File: config.mk
export PLATFORM = sky130hd
export DESIGN_NAME = swd_host_engine
export DESIGN_NICKNAME = d
export VERILOG_FILES = /design/src/rtl/swd_host_pkg.sv /design/src/rtl/swd_wire_cfg.sv /design/src/rtl/swd_clk_div.sv /design/src/rtl/swd_host_engine.sv
export SDC_FILE = /design/constraint.sdc
export NUM_CORES = 1
export LEC_CHECK = 0
export BUFFER_PORTS_ARGS = -buffer_cell sky130_fd_sc_hd__buf_2
export CAP_MARGIN = 20
export CORE_ASPECT_RATIO = 1.1
export CORE_MARGIN = 4
export CORE_UTILIZATION = 50
export CTS_BUF_LIST = sky130_fd_sc_hd__clkbuf_16
export CTS_CLUSTER_DIAMETER = 100
export DETAILED_ROUTE_END_ITERATION = 12
export PLACE_DENSITY_LB_ADDON = 0.1
export SYNTH_ARGS = -nofsm -noshare
export SYNTH_HDL_FRONTEND = slang
export SYNTH_SLANG_ARGS = --single-unit
export TNS_END_PERCENT = 10
File: constraint.sdc
create_clock -name clk_i -period 2.35 [get_ports clk_i]
set_input_delay 0.47 -clock clk_i [delete_from_list [all_inputs] [get_ports clk_i]]
set_output_delay 0.47 -clock clk_i [all_outputs]
set_load 0.02 [all_outputs]
File: src/rtl/swd_host_pkg.sv
package swd_host_pkg;
  typedef enum logic [2:0] {
    ST_IDLE, ST_HDR, ST_TRN1, ST_ACK, ST_TRN2, ST_WDATA, ST_RDATA, ST_TRN3
  } swd_state_e;

  localparam logic [2:0] ACK_OK    = 3'b001;
  localparam logic [2:0] ACK_WAIT  = 3'b010;
  localparam logic [2:0] ACK_FAULT = 3'b100;

  function automatic logic [7:0] build_hdr(input logic ap, input logic rnw,
                                           input logic [1:0] addr);
    return {1'b1, 1'b0, ^{addr, rnw, ap}, addr[1], addr[0], rnw, ap, 1'b1};
  endfunction
endpackage

File: src/rtl/swd_wire_cfg.sv
module swd_wire_cfg #(
  parameter int TRN_W   = 2,
  parameter int PRE_W   = 3,
  parameter int TRN_LSB = 8,
  parameter int CFG_W   = TRN_LSB + TRN_W
) (
  input  logic             clk_i,
  input  logic             rst_ni,
  input  logic             we_i,
  input  logic [CFG_W-1:0] wdata_i,
  output logic [TRN_W-1:0] trn_m1_o,
  output logic [PRE_W-1:0] prescale_o
);
  logic unused_gap;
  assign unused_gap = ^wdata_i[TRN_LSB-1:PRE_W];

  always_ff @(posedge clk_i or negedge rst_ni) begin
    if (!rst_ni) begin
      trn_m1_o   <= '0;
      prescale_o <= '0;
    end else if (we_i) begin
      trn_m1_o   <= wdata_i[TRN_LSB +: TRN_W];
      prescale_o <= wdata_i[PRE_W-1:0];
    end
  end

  p_cfg_load_r3: assert property (@(posedge clk_i) disable iff (!rst_ni)
    we_i |=> trn_m1_o == $past(wdata_i[TRN_LSB +: TRN_W]));
endmodule

File: src/rtl/swd_clk_div.sv
module swd_clk_div #(
  parameter int PRE_W = 3
) (
  input  logic             clk_i,
  input  logic             rst_ni,
  input  logic             run_i,
  input  logic [PRE_W-1:0] prescale_i,
  output logic             swclk_o,
  output logic             rise_o,
  output logic             fall_o
);
  logic [PRE_W-1:0] cnt_q;
  logic             wrap;

  assign wrap   = run_i && (cnt_q == prescale_i);
  assign rise_o = wrap && !swclk_o;
  assign fall_o = wrap && swclk_o;

  always_ff @(posedge clk_i or negedge rst_ni) begin
    if (!rst_ni) begin
      cnt_q   <= '0;
      swclk_o <= 1'b0;
    end else if (!run_i) begin
      cnt_q   <= '0;
      swclk_o <= 1'b0;
    end else if (wrap) begin
      cnt_q   <= '0;
      swclk_o <= !swclk_o;
    end else begin
      cnt_q   <= cnt_q + 1'b1;
    end
  end

  p_hold_half_r4: assert property (@(posedge clk_i) disable iff (!rst_ni)
    run_i && !rise_o && !fall_o |=> $stable(swclk_o));
endmodule

File: src/rtl/swd_host_engine.sv
module swd_host_engine
  import swd_host_pkg::*;
#(
  parameter int DATA_W  = 32,
  parameter int TRN_W   = 2,
  parameter int PRE_W   = 3,
  parameter int TRN_LSB = 8,
  parameter int CFG_W   = TRN_LSB + TRN_W
) (
  input  logic              clk_i,
  input  logic              rst_ni,
  input  logic              req_valid_i,
  input  logic              req_ap_i,
  input  logic              req_rnw_i,
  input  logic [1:0]        req_addr_i,
  input  logic [DATA_W-1:0] req_wdata_i,
  input  logic              cfg_we_i,
  input  logic [CFG_W-1:0]  cfg_wdata_i,
  output logic              busy_o,
  output logic              done_o,
  output logic [2:0]        ack_o,
  output logic [DATA_W-1:0] rdata_o,
  output logic              parity_err_o,
  output logic              proto_err_o,
  output logic              swclk_o,
  output logic              swdio_o,
  output logic              swdio_oe_o,
  input  logic              swdio_i
);
  localparam int CNT_W = $clog2(DATA_W + 1);
  localparam int IDX_W = $clog2(DATA_W);

  logic [TRN_W-1:0]  cfg_trn_m1, trn_q;
  logic [PRE_W-1:0]  cfg_pre, pre_q;
  logic              rise, fall;
  swd_state_e        state_q;
  logic [CNT_W-1:0]  bitcnt_q;
  logic [7:0]        hdr_q;
  logic [DATA_W-1:0] wdata_q, rdata_q;
  logic              rnw_q, busy_q, done_q, perr_q, proto_q;
  logic [2:0]        ack_q;
  logic              accept, trn_end, data_end;

  swd_wire_cfg #(.TRN_W(TRN_W), .PRE_W(PRE_W), .TRN_LSB(TRN_LSB), .CFG_W(CFG_W)) u_cfg (
    .clk_i(clk_i), .rst_ni(rst_ni), .we_i(cfg_we_i), .wdata_i(cfg_wdata_i),
    .trn_m1_o(cfg_trn_m1), .prescale_o(cfg_pre)
  );

  swd_clk_div #(.PRE_W(PRE_W)) u_div (
    .clk_i(clk_i), .rst_ni(rst_ni), .run_i(busy_q), .prescale_i(pre_q),
    .swclk_o(swclk_o), .rise_o(rise), .fall_o(fall)
  );

  assign accept   = req_valid_i && !busy_q;
  assign trn_end  = (bitcnt_q == CNT_W'(trn_q));
  assign data_end = (bitcnt_q == CNT_W'(DATA_W));

  always_ff @(posedge clk_i or negedge rst_ni) begin
    if (!rst_ni) begin
      state_q  <= ST_IDLE;
      bitcnt_q <= '0;
      trn_q    <= '0;
      pre_q    <= '0;
      hdr_q    <= '0;
      wdata_q  <= '0;
      rdata_q  <= '0;
      rnw_q    <= 1'b0;
      busy_q   <= 1'b0;
      done_q   <= 1'b0;
      perr_q   <= 1'b0;
      proto_q  <= 1'b0;
      ack_q    <= '0;
    end else begin
      done_q <= 1'b0;
      if (accept) begin
        busy_q   <= 1'b1;
        state_q  <= ST_HDR;
        bitcnt_q <= '0;
        trn_q    <= cfg_trn_m1;
        pre_q    <= cfg_pre;
        hdr_q    <= build_hdr(req_ap_i, req_rnw_i, req_addr_i);
        wdata_q  <= req_wdata_i;
        rnw_q    <= req_rnw_i;
        rdata_q  <= '0;
        ack_q    <= '0;
        perr_q   <= 1'b0;
        proto_q  <= 1'b0;
      end else if (busy_q) begin
        if (rise) begin
          if (state_q == ST_ACK) begin
            ack_q[bitcnt_q[1:0]] <= swdio_i;
          end else if (state_q == ST_RDATA) begin
            if (!data_end) rdata_q <= {swdio_i, rdata_q[DATA_W-1:1]};
            else           perr_q  <= swdio_i ^ (^rdata_q);
          end
        end
        if (fall) begin
          bitcnt_q <= bitcnt_q + 1'b1;
          unique case (state_q)
            ST_HDR: if (bitcnt_q == CNT_W'(7)) begin
              state_q <= ST_TRN1; bitcnt_q <= '0;
            end
            ST_TRN1: if (trn_end) begin
              state_q <= ST_ACK; bitcnt_q <= '0;
            end
            ST_ACK: if (bitcnt_q == CNT_W'(2)) begin
              bitcnt_q <= '0;
              if (ack_q == ACK_OK) begin
                state_q <= rnw_q ? ST_RDATA : ST_TRN2;
              end else begin
                state_q <= ST_TRN3;
                proto_q <= !(ack_q == ACK_WAIT || ack_q == ACK_FAULT);
              end
            end
            ST_TRN2: if (trn_end) begin
              state_q <= ST_WDATA; bitcnt_q <= '0;
            end
            ST_WDATA: if (data_end) begin
              state_q <= ST_IDLE; busy_q <= 1'b0; done_q <= 1'b1;
            end
            ST_RDATA: if (data_end) begin
              state_q <= ST_TRN3; bitcnt_q <= '0;
            end
            ST_TRN3: if (trn_end) begin
              state_q <= ST_IDLE; busy_q <= 1'b0; done_q <= 1'b1;
            end
            default: begin
              state_q <= ST_IDLE; busy_q <= 1'b0;
            end
          endcase
        end
      end
    end
  end

  // line drive: host owns it only for header, write data and idle
  always_comb begin
    swdio_oe_o = 1'b0;
    swdio_o    = 1'b0;
    unique case (state_q)
      ST_IDLE:  swdio_oe_o = 1'b1;
      ST_HDR: begin
        swdio_oe_o = (bitcnt_q != CNT_W'(7));
        swdio_o    = hdr_q[bitcnt_q[2:0]];
      end
      ST_WDATA: begin
        swdio_oe_o = 1'b1;
        swdio_o    = data_end ? ^wdata_q : wdata_q[bitcnt_q[IDX_W-1:0]];
      end
      default: ;
    endcase
  end

  assign busy_o       = busy_q;
  assign done_o       = done_q;
  assign ack_o        = ack_q;
  assign rdata_o      = rdata_q;
  assign parity_err_o = perr_q;
  assign proto_err_o  = proto_q;

  p_accept_r10: assert property (@(posedge clk_i) disable iff (!rst_ni)
    req_valid_i && !busy_o |=> busy_o && state_q == ST_HDR);
  p_done_pulse_r10: assert property (@(posedge clk_i) disable iff (!rst_ni)
    done_o |=> !done_o);
  p_done_ends_busy_r10: assert property (@(posedge clk_i) disable iff (!rst_ni)
    $fell(busy_o) |-> done_o);
  p_idle_clk_low_r4: assert property (@(posedge clk_i) disable iff (!rst_ni)
    !busy_o |-> !swclk_o);
  p_release_on_sample_r2: assert property (@(posedge clk_i) disable iff (!rst_ni)
    rise && (state_q == ST_ACK || state_q == ST_RDATA || state_q == ST_TRN1) |-> !swdio_oe_o);
  p_skip_data_r6: assert property (@(posedge clk_i) disable iff (!rst_ni)
    fall && state_q == ST_ACK && bitcnt_q == CNT_W'(2) && ack_q != ACK_OK |=> state_q == ST_TRN3);
endmodule

# Yosys cells after proc, flatten, opt, wreduce, memory -nomap -nowiden
# Index checks and enable logic that the tools add are counted.
[word_totals]
reg_bits = 102
n_memories = 0
ram_bits = 0
latchBits = 0
in_bits = 51
rom_bits = 0
[classes]
eq_ne = 27
n_lt_le_gt_ge = 4
shifts = 0
mux = 69
n_reduce_logical = 29
div_mod_pow = 0
mul = 0
bitwise_logic = 1
add_sub_neg = 2
[op_table]
columns = ["operator", "n"]
rows = [
  ["$mux 32", 6],
  ["$reduce_xor 32->1", 2],
  ["$mux 3", 16],
  ["$mux 6", 7],
  ["$mux 1", 28],
  ["$pmux 6 s4", 1],
  ["$pmux 3 s7", 1],
  ["$ne 3x3->1 const B", 6],
  ["$eq 3x3->1 const B", 5],
  ["$reduce_and 5->1", 3],
  ["$reduce_bool 2->1", 7],
  ["$eq 3x2->1 const B", 3],
  ["$reduce_and 9->1", 1],
  ["$add 6x1->6 const B", 1],
  ["$eq 3x1->1 const B", 2],
  ["$eq 6x2->1", 1],
  ["$eq 6x2->1 const B", 1],
  ["$eq 6x3->1 const B", 1],
  ["$eq 6x6->1 const B", 1],
  ["$lt 5x6->1 const B", 1],
  ["$ne 2x2->1 const B", 3],
  ["$ne 6x3->1 const B", 1],
  ["$pmux 1 s2", 3],
  ["$bmux 1 s5", 1],
  ["22 further kinds", 30],
]

# Depth between registers and ports, before layout
[logic_depth]
word_depth = 9
ltp_mapped = 9
ltp_nobuf = 7

# Cells and area by module
# From an unflattened synthesis, not the netlist that was laid out.
[unflattened]
hier_cells = 580
area_unflattened_um2 = 5373.9
[by_module_without_submodules]
columns = ["module", "instances", "area_per_inst_um2", "cells_each", "seq_area_each_um2"]
rows = [
  ["swd_host_engine", 1, 4977.3, 551, 2277.2],
  ["swd_clk_div", 1, 215.2, 19, 100.1],
  ["swd_wire_cfg", 1, 181.4, 10, 125.1],
]

# Worst setup path before layout
# Ideal clock, no wire load.
[synth_path]
path_kind = "register to output"
start = "reg bitcnt_q[1]"
end = "out swdio_o"
slack_ns = -0.223
path_stages_with_launch = 7
required_time_ns = 1.880
arrival_ns = 2.103
path_cell_list = "dfrtp_1 > buf_2 > mux4_2 > mux2_2 > a221oi_1 > nor4_1 > a311o_1"
[synth_between]
elab_chain_cells = 4
word_cells_on_any_way = 7
classes_between = "eq/ne: 1; mux: 6"
[synth_rtl]
columns = ["item", "line", "text"]
rows = [
  ["from (decl)", "swd_host_engine.sv:37", "logic [CNT_W-1:0] bitcnt_q;"],
  ["from (signal assigned)", "swd_host_engine.sv:98", "bitcnt_q <= bitcnt_q + 1'b1;"],
  ["$bmux 1 s5", "swd_host_engine.sv:148", "swdio_o = data_end ? ^wdata_q : wdata_q[bitcnt_q[IDX_W-1:0]];"],
  ["$mux 1 (not written as such)", "swd_host_engine.sv:148", ""],
  ["$mux 1", "swd_host_engine.sv:148", ""],
  ["$pmux 1 s2 (*)", "swd_host_engine.sv:140", "unique case (state_q)"],
  ["to (decl)", "swd_host_engine.sv:26", "output logic swdio_o,"],
]
# Every way passes the cells marked *; elsewhere a longest branch is shown, timed or not. The select of a mux whose other input is x is not followed.

# Worst setup path in the final report
# Same ends and word-level chain as after synthesis.

==> flow_results.org <==
** Critical path
- Beginning of the worst register-to-register path :: bitcnt_q[0]
- Of all nets on the critical path, the largest fanout is 5.
- The number of buffers and inverters on the critical path is 1.
- The critical path is of the flop to output port type.
- Number of gates on the worst path with buffers counted :: 6
- Master of the slowest instance on the critical path :: sky130_fd_sc_hd__mux4_2
- Critical path, cell by cell :: mux4_2 > mux2_4 > a221oi_4 > nor4_2 > a311o_1 > buf_6
- STA classifies the critical path startpoint as a flop.
- Critical path launch point :: bitcnt_q[1]
- Broken down by cell family, the worst path's largest delay share belongs to multiplexers.
- Slowest stage delay, CP :: about 0.52 ns
- Data arrival time of the critical path :: 2.43 ns
- The worst setup path is captured at an output port.
- The number of cells on the worst reg-to-reg path is 8.
- Data on the critical path is required at its endpoint by 1.88 ns.

** Detailed routing
- In this run, the number of DRC markers left after iteration 0 of detailed routing was 206.
- Pre-Repair DR Iteration Count :: 4
- Average routed wire per standard cell :: 14.62 um
- In the routed layout, each cell is associated on average with a via count of 5.110.
- In the routed design, unresolved DRC markers number 0.
- Number of nets with antenna violations after detailed routing :: 0
- The routed design has between 10,000 and 15,000 um of wire.
- Total vias in the final route :: 4,180

** Timing
- The total count of hold-check failures in the final report is 0.
- Final-layout worst hold slack :: 0.3111 ns
- Timing would allow up to 0.3445 GHz.
- Measured against its own limit, the worst slew margin works out to 61.36%.
- Setup violations remaining at the end of the flow were counted as 1.
- Subtracting the final worst setup slack from the clock period gives approximately 2.9 ns.
- In the post-route analysis, the smallest setup slack over all paths is -0.5530 ns.
- At the pin with the least slew margin, the transition time is between 0.5 and 0.6 ns.
- Clock Skews :: 0.009732 ns
- Setup repair after global routing could not meet its margin everywhere.
- In the finished design, the share of the clock period the worst path needs comes to 123.5%.
- The number of pins with negative max-slew slack in the final report is 0.

** Clocking
- Worst-case clock buffer depth :: 2
- CTS tree :: built
- Clk Latency, worst-skew pair :: 0.35 ns
- Clock sink count :: 100
- Clock root buffer :: sky130_fd_sc_hd__clkbuf_16
- Buffers inserted during clock tree synthesis total 9.
- The H-tree generated during clock tree synthesis spans 3 levels.
- Post-CTS clock slew at the launch and capture registers of the worst setup and hold paths :: 0.07 ns

** Yosys
- After technology mapping, the gate count stands at 552.
- Yosys instantiated no cell more often than sky130_fd_sc_hd__nand2_1.
- Of all flip-flops after synthesis, the portion carrying an async set or reset was 100.0%.
- The share of the Yosys chip area taken by registers is 46.45%.
- Proportion of netlist area held by the largest area contributor :: between 40% and 50%
- After synthesis the netlist holds a flip-flop and latch count of 100.
- The number of different library cells used by synthesis comes to 50.
- The number of nets in the synthesized netlist is 611.
- Average cell area after synthesis :: 9.760 um^2
- Among all flip-flop cells after synthesis, the most frequent one is sky130_fd_sc_hd__dfrtp_1.
- Most area-consuming cells after synthesis :: sky130_fd_sc_hd__dfrtp_1 46%, sky130_fd_sc_hd__xnor2_1 9.6%, sky130_fd_sc_hd__nand2_1 9.4%
- Ranked by instance count, the synthesized netlist is headed by 135 x sky130_fd_sc_hd__nand2_1, 100 x sky130_fd_sc_hd__dfrtp_1, 59 x sky130_fd_sc_hd__xnor2_1.
- Cell type with the highest aggregate area in the netlist :: sky130_fd_sc_hd__dfrtp_1
- Syn. warnings :: 0
- In this run, synthesis inferred 0 flip-flops with an integrated enable.
- After synthesis the cells add up to 5388 um^2.

** Power and ir drop
- Switching power of the nets :: about 4.3 mW
- The worst-case IR drop observed on VDD is 0.8021 mV.
- Leakage power :: 3.183 nW
- Combinational fraction of design power :: 56.4%
- For this design the ratio of total power to cell area is 1599 nW/um^2.
- The clock network burns about 14% of the power.
- The share of total power dissipated in sequential elements is 30.0%.
- Internal power :: around 6.3 mW
- In this run switching power makes up between 40% and 50% of total power.
- Pwr Total :: 10.62 mW

** Place
- Input and output buffers added on the ports amount to 87.
- Prior to clock tree synthesis, the placed netlist has a worst setup slack of -0.2987 ns.
- Detailed placement ended at an HPWL of between 8000 and 9000 um.
- Final weighted congestion in routability-driven placement :: 0.8797
- Number of placed cells counting well taps :: 800

** Min path
- Worst hold path type :: input pin to flop
- The startpoint identified for the worst hold timing path is req_wdata_i[11].
- The worst hold path passes through 3 cells.

** Floorplanning
- Standard-cell row count :: 39
- The die covers 12,500 um^2.
- Measured along the x axis, the die boundary spans 107.0 um.
- Core Region :: 10,440 um^2
- Starting Density :: just over 50%
- Pin placement for this block handled 93 I/O pins.
- Floorplan die height :: about 120 um

** Outcome
- Outcome :: complete, but fails checks
- The checks that failed: negative setup slack.

** Cells and area
- Area grow syn2layout :: 23.25%
- Nets@finish :: 729
- The post-route netlist has 26.81% of its cells at a drive strength greater than 1.
- For this run, the number of standard cells in the final layout without fillers is 818.
- The repair_antennas step left the layout with diodes totalling 0.

** Global route
- Largest net degree at the start of global routing :: 64
- Global-route usage over all layers :: 20.20%
- The number of antenna violations at the first check in global routing came to 0.
- Total global routing overflow :: 0
- First-pass GRT wire length :: 20,240 um
- Via count of the first global-routing pass :: 4,291

** Job
- Across the run, the number of max-cap violations was 0.
worst register-to-register path, delay by kind of cell, from the launching register on:
kind                     cells  cell delay (ns)
buffers and inverters        3             0.59
flip-flops                   1             0.46
adder cells (fa/ha/maj)      1             0.24
multiplexers                 1             0.23
AND/OR/NAND/NOR              3             0.60
power groups by stage:
stage                     combinational [mW]  sequential [mW]  clock [mW]
final                                   5.99             3.19        1.44
after global routing                    6.52             3.31        1.55
after CTS                               6.00             3.20        1.47
after detailed placement                5.91             3.22           0
after global placement                  5.80             3.19           0
after floorplan                         4.04             3.39           0
layer usage:
layer	up-vias	track usage, %	share of wire (%)
met2	85	36.40	52
met1	1999	24.47	43
met5	-	0	0
met4	0	6.991	1.5
li1	2084	-	-
met3	12	3.785	4.4
cells in the final DEF, fill, tap and decap left out, types with 2 or more instances in the layout:
cell | netlist | routed
sky130_fd_sc_hd__nor3_2 | 1 | 2
sky130_fd_sc_hd__mux2i_1 | 34 | 34
sky130_fd_sc_hd__o22ai_1 | 3 | 3
sky130_fd_sc_hd__o21ai_0 | 8 | 6
sky130_fd_sc_hd__clkinv_2 | 0 | 2
sky130_fd_sc_hd__clkbuf_16 | 0 | 9
sky130_fd_sc_hd__buf_12 | 0 | 3
sky130_fd_sc_hd__a21oi_1 | 12 | 12
sky130_fd_sc_hd__and3_1 | 4 | 4
sky130_fd_sc_hd__a211oi_1 | 5 | 4
sky130_fd_sc_hd__nand2_1 | 135 | 135
sky130_fd_sc_hd__mux4_2 | 7 | 7
sky130_fd_sc_hd__nand3_1 | 9 | 9
sky130_fd_sc_hd__nor2b_1 | 6 | 5
sky130_fd_sc_hd__a2111oi_0 | 4 | 4
sky130_fd_sc_hd__a22o_1 | 4 | 4
sky130_fd_sc_hd__nor4_2 | 1 | 3
sky130_fd_sc_hd__nor2_1 | 51 | 51
sky130_fd_sc_hd__xnor2_1 | 59 | 59
sky130_fd_sc_hd__o21ai_1 | 0 | 2
sky130_fd_sc_hd__nand2b_1 | 7 | 7
sky130_fd_sc_hd__buf_2 | 4 | 85
sky130_fd_sc_hd__nor3_1 | 6 | 5
sky130_fd_sc_hd__buf_4 | 0 | 45
sky130_fd_sc_hd__xnor3_1 | 2 | 2
sky130_fd_sc_hd__xor2_1 | 11 | 11
sky130_fd_sc_hd__dfrtp_2 | 0 | 3
sky130_fd_sc_hd__a31oi_1 | 4 | 4
sky130_fd_sc_hd__dfrtp_1 | 100 | 97
sky130_fd_sc_hd__buf_6 | 3 | 2
sky130_fd_sc_hd__and2_1 | 2 | 2
sky130_fd_sc_hd__or2_2 | 2 | 2
sky130_fd_sc_hd__inv_1 | 8 | 9
sky130_fd_sc_hd__ha_1 | 8 | 7
sky130_fd_sc_hd__mux2_2 | 8 | 7
sky130_fd_sc_hd__clkinv_1 | 0 | 2
sky130_fd_sc_hd__nor4_1 | 4 | 2
metrics by stage:
step | utilization [%] | setup TNS (ns) | cell area (um^2)
CTS | 63.13 | -0.5499 | 6593
floorplan | - | -0.1386 | 5405
detailed placement | 60.10 | -0.3228 | 6276
finish | 63.59 | -0.5530 | 6640
global placement | 60.10 | -0.3021 | 6276
global route | 63.59 | -1.630 | 6640
timing repair:
| action | in CTS | in global routing |
|---|---|---|
| setup buffers | 1 | 0 |
| gates resized for setup | 7 | 9 |
| endpoints found under the setup margin | 8 | 38 |
| endpoints found under the hold margin | 16 | 0 |
| pin swaps | 4 | 2 |
| hold buffers | 1 | 0 |
final timing paths:
check	to	slack, ns
min in group asynchronous	rdata_o[5]	0.53
hold / removal	wdata_q[11]	0.31
max in group asynchronous	bitcnt_q[1]	1.20
setup / recovery	swdio_o	-0.55
setup reg to reg	rdata_o[2]	0.08
hold reg to reg	pre_q[0]	0.47
cell families after synthesis:
logic type	count (synthesis)	synth area share (%)
AND/OR/NAND/NOR	235	19.04
flip-flops	100	46.45
XOR/XNOR	72	12.22
AO/OA/AOI/OAI	51	6.433
multiplexers	49	10.92
buffers and inverters	37	3.089
adder cells (fa/ha/maj)	8	1.858
layout make-up:
type / count / area [um^2]
Clock buffer: 9 / 225.2
Clock inverter: 7 / 58.81
Sequential cell: 100 / 2506
Multi-Input combinational cell: 415 / 2785
Timing Repair Buffer: 136 / 855.8
Inverter: 8 / 30.03
Fill cell: 932 / 3802
Tap cell: 143 / 178.9
flip-flops by register name, indices dropped and copies added, names as in the netlist:
| signal | flops |
|---|---|
| rdata_o | 32 |
| trn_q | 2 |
| parity_err_o | 1 |
| hdr_q | 6 |
| u_cfg.prescale_o | 3 |
| u_cfg.trn_m1_o | 2 |
| proto_err_o | 1 |
| state_q | 3 |
| pre_q | 3 |
| u_div.swclk_o | 1 |
| u_div.cnt_q | 3 |
| bitcnt_q | 6 |
| wdata_q | 32 |
| ack_o | 3 |
| busy_o | 1 |
| done_o | 1 |
No activity file was read; power rests on OpenSTA's default activity.
